===== config.mk =====
export PLATFORM = sky130hd
export DESIGN_NAME = scan_doubler_ctl
export DESIGN_NICKNAME = d
export VERILOG_FILES = /design/src/rtl/dbl_pkg.sv /design/src/rtl/dbl_line_timer.sv /design/src/rtl/dbl_write_gen.sv /design/src/rtl/dbl_read_gen.sv /design/src/rtl/scan_doubler_ctl.sv
export SDC_FILE = /design/constraint.sdc
export NUM_CORES = 1
export LEC_CHECK = 0
export BUFFER_PORTS_ARGS = -buffer_cell sky130_fd_sc_hd__buf_2
export CORE_UTILIZATION = 33
export DETAILED_ROUTE_END_ITERATION = 10
export PLACE_DENSITY = 0.51
export RECOVER_POWER = 100
export SLEW_MARGIN = 20
export SYNTH_ARGS = -nofsm -noshare
export SYNTH_HDL_FRONTEND = slang
export SYNTH_SLANG_ARGS = --single-unit

===== constraint.sdc =====
create_clock -name clk -period 5.81 [get_ports clk]
set_clock_uncertainty 0.05 [all_clocks]
set_input_delay 1.162 -clock clk [delete_from_list [all_inputs] [get_ports clk]]
set_output_delay 1.162 -clock clk [all_outputs]
set_load 0.05 [all_outputs]

===== src/rtl/dbl_pkg.sv =====
package dbl_pkg;

   // per-buffer read-side control, active high inside the block
   typedef struct packed {
      logic rd_en;
      logic rd_rst;
      logic oe;
   } rd_ctl_t;

   function automatic int stale_threshold(input int out_line, input int min_gap);
      return out_line - 2 * min_gap;
   endfunction

endpackage


===== src/rtl/dbl_line_timer.sv =====
module dbl_line_timer #(
   parameter int IN_LINE  = 1820,
   parameter int OUT_LINE = 910,
   localparam int IW = $clog2(IN_LINE),
   localparam int OW = $clog2(OUT_LINE)
) (
   input  logic          clk,
   input  logic          rst_n,
   input  logic          sol,
   output logic          run,
   output logic [IW-1:0] in_pix,
   output logic [OW-1:0] out_pix,
   output logic          half
);

   localparam logic [IW-1:0] IN_LAST  = IW'(IN_LINE - 1);
   localparam logic [OW-1:0] OUT_LAST = OW'(OUT_LINE - 1);

   logic out_wrap;
   assign out_wrap = (out_pix == OUT_LAST);

   always_ff @(posedge clk or negedge rst_n) begin
      if (!rst_n) begin
         run <= 1'b0;
      end else if (sol) begin
         run <= 1'b1;
      end
   end

   always_ff @(posedge clk or negedge rst_n) begin
      if (!rst_n) begin
         in_pix <= '0;
      end else if (sol) begin
         in_pix <= '0;
      end else if (run) begin
         in_pix <= (in_pix == IN_LAST) ? '0 : in_pix + IW'(1);
      end
   end

   always_ff @(posedge clk or negedge rst_n) begin
      if (!rst_n) begin
         out_pix <= '0;
         half    <= 1'b0;
      end else if (sol) begin
         out_pix <= '0;
         half    <= 1'b0;
      end else if (run) begin
         out_pix <= out_wrap ? '0 : out_pix + OW'(1);
         if (out_wrap) begin
            half <= ~half;
         end
      end
   end

endmodule


===== src/rtl/dbl_write_gen.sv =====
module dbl_write_gen #(
   parameter int IN_LINE = 1820,
   localparam int IW = $clog2(IN_LINE)
) (
   input  logic          run,
   input  logic [IW-1:0] in_pix,
   output logic          wr_en_n,
   output logic          wr_rst_n
);

   // a write on every even position: one write per input pixel
   always_comb begin
      wr_en_n  = ~(run & ~in_pix[0]);
      wr_rst_n = ~(run & (in_pix == '0));
   end

endmodule


===== src/rtl/dbl_read_gen.sv =====
module dbl_read_gen
   import dbl_pkg::*;
#(
   parameter int NUM_BUF  = 2,
   parameter int OUT_LINE = 910,
   parameter int MIN_GAP  = 21,
   localparam int OW = $clog2(OUT_LINE),
   localparam int THR = stale_threshold(OUT_LINE, MIN_GAP)
) (
   input  logic               run,
   input  logic [OW-1:0]      out_pix,
   input  logic               half,
   output logic [NUM_BUF-1:0] rd_en_n,
   output logic [NUM_BUF-1:0] rd_rst_n,
   output logic [NUM_BUF-1:0] oe_n,
   output logic               tail_stale
);

   rd_ctl_t ctl [NUM_BUF];
   logic    line_top;

   assign line_top   = (out_pix == '0);
   assign tail_stale = run & half & (int'(out_pix) > THR);

   generate
      if (NUM_BUF == 1) begin : g_single
         // the lone buffer is read in both output lines
         always_comb begin
            ctl[0].rd_en  = run;
            ctl[0].oe     = run;
            ctl[0].rd_rst = run & line_top;
         end
      end else begin : g_pingpong
         for (genvar b = 0; b < NUM_BUF; b++) begin : g_buf
            logic mine;
            assign mine = run & (half == b[0]);
            always_comb begin
               ctl[b].rd_en  = mine;
               ctl[b].oe     = mine;
               ctl[b].rd_rst = mine & line_top;
            end
         end
      end

      for (genvar b = 0; b < NUM_BUF; b++) begin : g_out
         assign rd_en_n[b]  = ~ctl[b].rd_en;
         assign rd_rst_n[b] = ~ctl[b].rd_rst;
         assign oe_n[b]     = ~ctl[b].oe;
      end
   endgenerate

endmodule


===== src/rtl/scan_doubler_ctl.sv =====
module scan_doubler_ctl #(
   parameter int NUM_BUF  = 2,
   parameter int OUT_LINE = 910,
   parameter int IN_LINE  = 1820,
   parameter int MIN_GAP  = 21,
   localparam int IW = $clog2(IN_LINE),
   localparam int OW = $clog2(OUT_LINE)
) (
   input  logic               clk,
   input  logic               rst_n,
   input  logic               line_sol,
   output logic [IW-1:0]      in_pix,
   output logic [OW-1:0]      out_pix,
   output logic               out_half,
   output logic               wr_en_n,
   output logic               wr_rst_n,
   output logic [NUM_BUF-1:0] rd_en_n,
   output logic [NUM_BUF-1:0] rd_rst_n,
   output logic [NUM_BUF-1:0] oe_n,
   output logic               tail_stale
);

   generate
      if (NUM_BUF < 1 || NUM_BUF > 2) begin : g_bad_nbuf
         $error("scan_doubler_ctl: NUM_BUF must be 1 or 2");
      end
      if (IN_LINE != 2 * OUT_LINE) begin : g_bad_ratio
         $error("scan_doubler_ctl: IN_LINE must be twice OUT_LINE");
      end
      if (OUT_LINE < 2 || 2 * MIN_GAP >= OUT_LINE) begin : g_bad_gap
         $error("scan_doubler_ctl: MIN_GAP too large for OUT_LINE");
      end
   endgenerate

   logic run;

   dbl_line_timer #(
      .IN_LINE (IN_LINE),
      .OUT_LINE(OUT_LINE)
   ) u_timer (
      .clk    (clk),
      .rst_n  (rst_n),
      .sol    (line_sol),
      .run    (run),
      .in_pix (in_pix),
      .out_pix(out_pix),
      .half   (out_half)
   );

   dbl_write_gen #(
      .IN_LINE(IN_LINE)
   ) u_wr (
      .run     (run),
      .in_pix  (in_pix),
      .wr_en_n (wr_en_n),
      .wr_rst_n(wr_rst_n)
   );

   dbl_read_gen #(
      .NUM_BUF (NUM_BUF),
      .OUT_LINE(OUT_LINE),
      .MIN_GAP (MIN_GAP)
   ) u_rd (
      .run       (run),
      .out_pix   (out_pix),
      .half      (out_half),
      .rd_en_n   (rd_en_n),
      .rd_rst_n  (rd_rst_n),
      .oe_n      (oe_n),
      .tail_stale(tail_stale)
   );

endmodule


Word-level counts from Yosys, hierarchy flattened --
Cells that the tools add are included. Widths: inputs -> output; s select.
Operators by class: add/sub/neg operators 2, $lt $le $gt $ge 1, equality and inequality tests 2, mux-type cells 9, bitwise operators 15, reductions and logical operators 5
Operator list (count):
- $mux 11 | 3
- $mux 10 | 3
- $add 11x1->11 const B | 1
- $eq 11x11->1 const B | 1
- $logic_not 11->1 | 1
- $add 10x1->10 const B | 1
- $eq 10x10->1 const B | 1
- $gt 10x10->1 const B | 1
- $logic_not 10->1 | 1
- $not 1->1 | 8
- $and 1x1->1 | 7
- $reduce_bool 2->1 | 2
- $mux 1 | 3
- $reduce_and 2->1 | 1
Word-level totals: register bits after elaboration 23, logic and storage cells 38

Depth between registers and ports, before layout --
depth in word-level cells 4, gate-level depth with buffers 7, mapped depth without buffers 6

Cells and area by module --
A second synthesis with hierarchy kept.
Unflattened totals: cell total of the unflattened synthesis 148, area, all modules 1356.3 um2
Modules (own cells, without submodules):
- dbl_line_timer | instances 1, cells each 128, area an instance 1217.4 um2, sequential area each 575.6 um2
- dbl_read_gen | instances 1, cells each 15, area an instance 101.3 um2, sequential area each 0.0 um2
- dbl_write_gen | instances 1, cells each 5, area an instance 37.5 um2, sequential area each 0.0 um2

Worst setup path before layout --
No wires, ideal clock.
path type flip-flop to output port, from register u_timer.out_pix[0], to output tail_stale, arrival time 2.366 ns, path slack 2.232 ns, stages on the path, launching flop included 6, buffers on the path 0, cell sequence dfrtp_1 inv_1 ha_1 o21ai_0 a31oi_1 nor3_1
Between the ends: cells in the longest elaborated chain, start to end 2
RTL lines:
- start, declared | line dbl_line_timer.sv:12 | output logic [OW-1:0] out_pix,
- start signal, assigned | line dbl_line_timer.sv:48 | out_pix <= out_wrap ? '0 : out_pix + OW'(1);
- $gt 10x10->1 | line dbl_read_gen.sv:23 | assign tail_stale = run & half & (int'(out_pix) > THR);
- $and 1x1->1 | line dbl_read_gen.sv:23
- end, declared | line scan_doubler_ctl.sv:20 | output logic tail_stale
No other way between the ends.

Final worst setup path --
from register u_timer.out_pix[0], to output rd_rst_n[1]
Between the ends: cells in the longest elaborated chain, start to end 3
RTL lines:
- $logic_not 10->1 | line dbl_read_gen.sv:22 | assign line_top = (out_pix == '0);
- $and 1x1->1 | line dbl_read_gen.sv:40 | ctl[b].rd_rst = mine & line_top;
- $not 1->1 | line dbl_read_gen.sv:47 | assign rd_rst_n[b] = ~ctl[b].rd_rst;
- end, declared | line scan_doubler_ctl.sv:18 | output logic [NUM_BUF-1:0] rd_rst_n,
No other way between the ends.

==> run summary <==
Run status -> finished clean
Nets -> 198
I/O Pins -> 34
Final ANT Viol Nets -> 0
Class of the worst hold path -> reg2reg
Critical Path End Type -> output pin
Synth warn -> 0
Antenna violations before repair -> 0
Sequential power share -> 52.3%
Fin. max-slew vios -> 0
Clock Latency Late Sink -> 260 ps
EDFF count, synth -> 0
Setup Crit Path Kind -> reg2out
Relative slew slack -> 15.7%
VDD IR max -> 0.138 mV
Via count -> 1247
Initial drt markers -> 69
Hold slack -> 525 ps
Required time of the critical path -> 4600 ps
Crit path max fanout -> 6
Asr flop ratio synth -> 100%
# Post-CTS Setup Buffers -> 0
ANT cells -> 0
Wire per inst -> 14.4 um
Site row count -> 23
Endpoints failing setup -> 0
Syn_nets -> 167
Synth Flop Type -> dfrtp_1
Final cell count without fillers -> 239
P_sw -> 0.0998 mW
Clock power frac -> 31.2%
CTS tree -> yes
DIE AREA -> 4410 um2
Maximum number of pins on one net before global-route repair -> 24
TritonCTS buffer count -> 3
Pint -> 0.224 mW
Global route overflow -> 0
Hpwl dp -> 2520 um
Critical-path top delay cell -> or4b_2
MaxCap Viol Count -> 0
Distinct cells, synth -> 35
CTS Hold Bufs -> 0
GRT Total Usage -> 17.1%
Share of cells above drive strength 1 -> 3.17%
LEAKAGE -> 0.633 nW
Core ar. -> 4000 um2
DP Cell Count -> 235
Setup TNS -> 0 ps
Mapped Area -> 1370 um2
Startpoint class of the critical path -> flip-flop
Drt drc -> 0
DR pass1 iterations -> 4
Switching Share -> 30.8%
First-pass GRT wire length -> 5630 um
Crit path cell chain -> inv_1, ha_1, or4b_2, nor4_1, nand3_1, clkbuf_1
Synth top area cells -> dfrtp_1, nand2_1, nand3_1
Top post-synthesis cells by count -> dfrtp_1, nand2_1, nand3_1
Worst Path Arrival -> 2280 ps
Clock slew at reported path FFs -> 80 ps
Synth-to-layout area growth -> 12.8%
Post-Syn Area per Cell -> 8.60 um2
PwrDens -> 210 nW/um2
RSZ-0062 raised after global routing -> false
Htree depth -> 1
Routed WL -> 3450 um
Clk buf depth -> 2
Initial Util -> 34.2%
Worst path max stage delay -> 580 ps
F_max -> 286 MHz
Final min period -> 3500 ps
Most numerous cell in the Yosys netlist -> dfrtp_1
Pwr Total -> 0.323 mW
Cells after Synth -> 159
DR vias/cell -> 5.22
Clock sinks -> 23
Final Cycle Share -> 60.2%
Root Driver -> clkbuf_8
GP Congestion -> 0.790
Synth Register Bits -> 23
Die H -> 66.4 um
Combinational power share -> 16.5%
Least-Margin Pin Slew -> 1260 ps
Final hold vios -> 0
# fillers -> 446
Post_cts resized -> 0
Area share of the largest cell type after synthesis -> 42.1%
Synth area leader -> dfrtp_1
PortBufs -> 33
Chip width -> 66.4 um
Vias in the first global route -> 1136
Seq/Total Area, Yosys -> 42.1%
## critical path: cells and delay by family, from the launching register on
kind	cells	cell delay [ps]
and+or+nand+nor	3	980
DFF	1	440
buffers and inverters	2	430
adders and majority gates	1	170
## kinds of logic (layout without fill, tap and decap cells)
group                    Yosys count  count (layout)  synth area share [%]
AND/OR/NAND/NOR                   84              84                  31.8
adder cells (fa/ha/maj)            5               5                  4.57
flip-flops                        23              23                  42.1
AO/OA/AOI/OAI                     22              22                  9.61
XOR/XNOR                          10              10                  6.40
buffers and inverters             15              45                  5.49
## power by group through the flow
stage               sequential [mW]  combinational [mW]  clock (mW)
finish                        0.169              0.0533       0.101
global route                  0.170              0.0574       0.108
CTS                           0.169              0.0563       0.106
detailed placement            0.172              0.0562           0
global placement              0.172              0.0549           0
floorplan                     0.184              0.0289           0
## layout by cell type, fill, tap and decap left out
cell	n
a31oi_1	1
a21o_1	2
and2_1	1
and3_1	1
nor3_1	7
o2111ai_1	1
xnor2_1	7
nand2_1	21
nor2_1	13
nand2b_1	4
or4_1	2
xor2_1	3
o22ai_1	1
a21oi_1	6
or4b_2	1
ha_1	5
nand4_1	6
nor4_1	3
clkbuf_8	3
or2_0	1
or2_2	1
and3_2	1
clkbuf_1	34
a31o_1	1
nand3_1	14
inv_1	8
o21ai_0	9
o2111a_1	1
and4_1	1
dfrtp_1	23
or3_1	7
## routing by layer
metal  vias up  GRT usage (%)  wire length [um]
li1        616              -                 -
met1       602           23.0              1670
met2        27           27.7              1630
met3         2           2.76               115
met4         0           5.59                27
met5         -              0                 0
## flip-flops by register name (all words and copies together) (netlist names)
register and flops:
u_timer.in_pix 11, u_timer.out_pix 10, u_timer.half 1, u_timer.run 1
## stage by stage
stage	setup WS [ps]	util (%)	cell area (um2)
floorplan	2230	-	1370
global placement	2780	38.8	1550
detailed placement	2710	38.8	1550
CTS	2410	39.9	1600
global route	2210	38.6	1540
finish	2310	38.6	1540
## path summary, 6_finish.rpt
path	to	start	slack, ps	depth (start not counted)
max	rd_rst_n[1]	u_timer.out_pix[0]	2310	6
min	u_timer.in_pix[10]	u_timer.in_pix[10]	520	2
max reg2reg	u_timer.out_pix[5]	u_timer.out_pix[5]	3790	4
min reg2reg	u_timer.in_pix[10]	u_timer.in_pix[10]	520	2
max in group asynchronous	u_timer.in_pix[1]	rst_n	3870	1
min in group asynchronous	u_timer.out_pix[9]	rst_n	1100	1
## cell type report
class / instances / area, um2 / area share [%]
clock buffer: 4 / 45.0 / 2.92
inverter: 8 / 30.0 / 1.95
multi-input combinational: 121 / 706 / 45.7
sequential: 23 / 576 / 37.3
tap: 50 / 62.6 / 4.06
timing repair buffer: 33 / 124 / 8.03
Note: power is estimated with default switching activity, not from simulation.
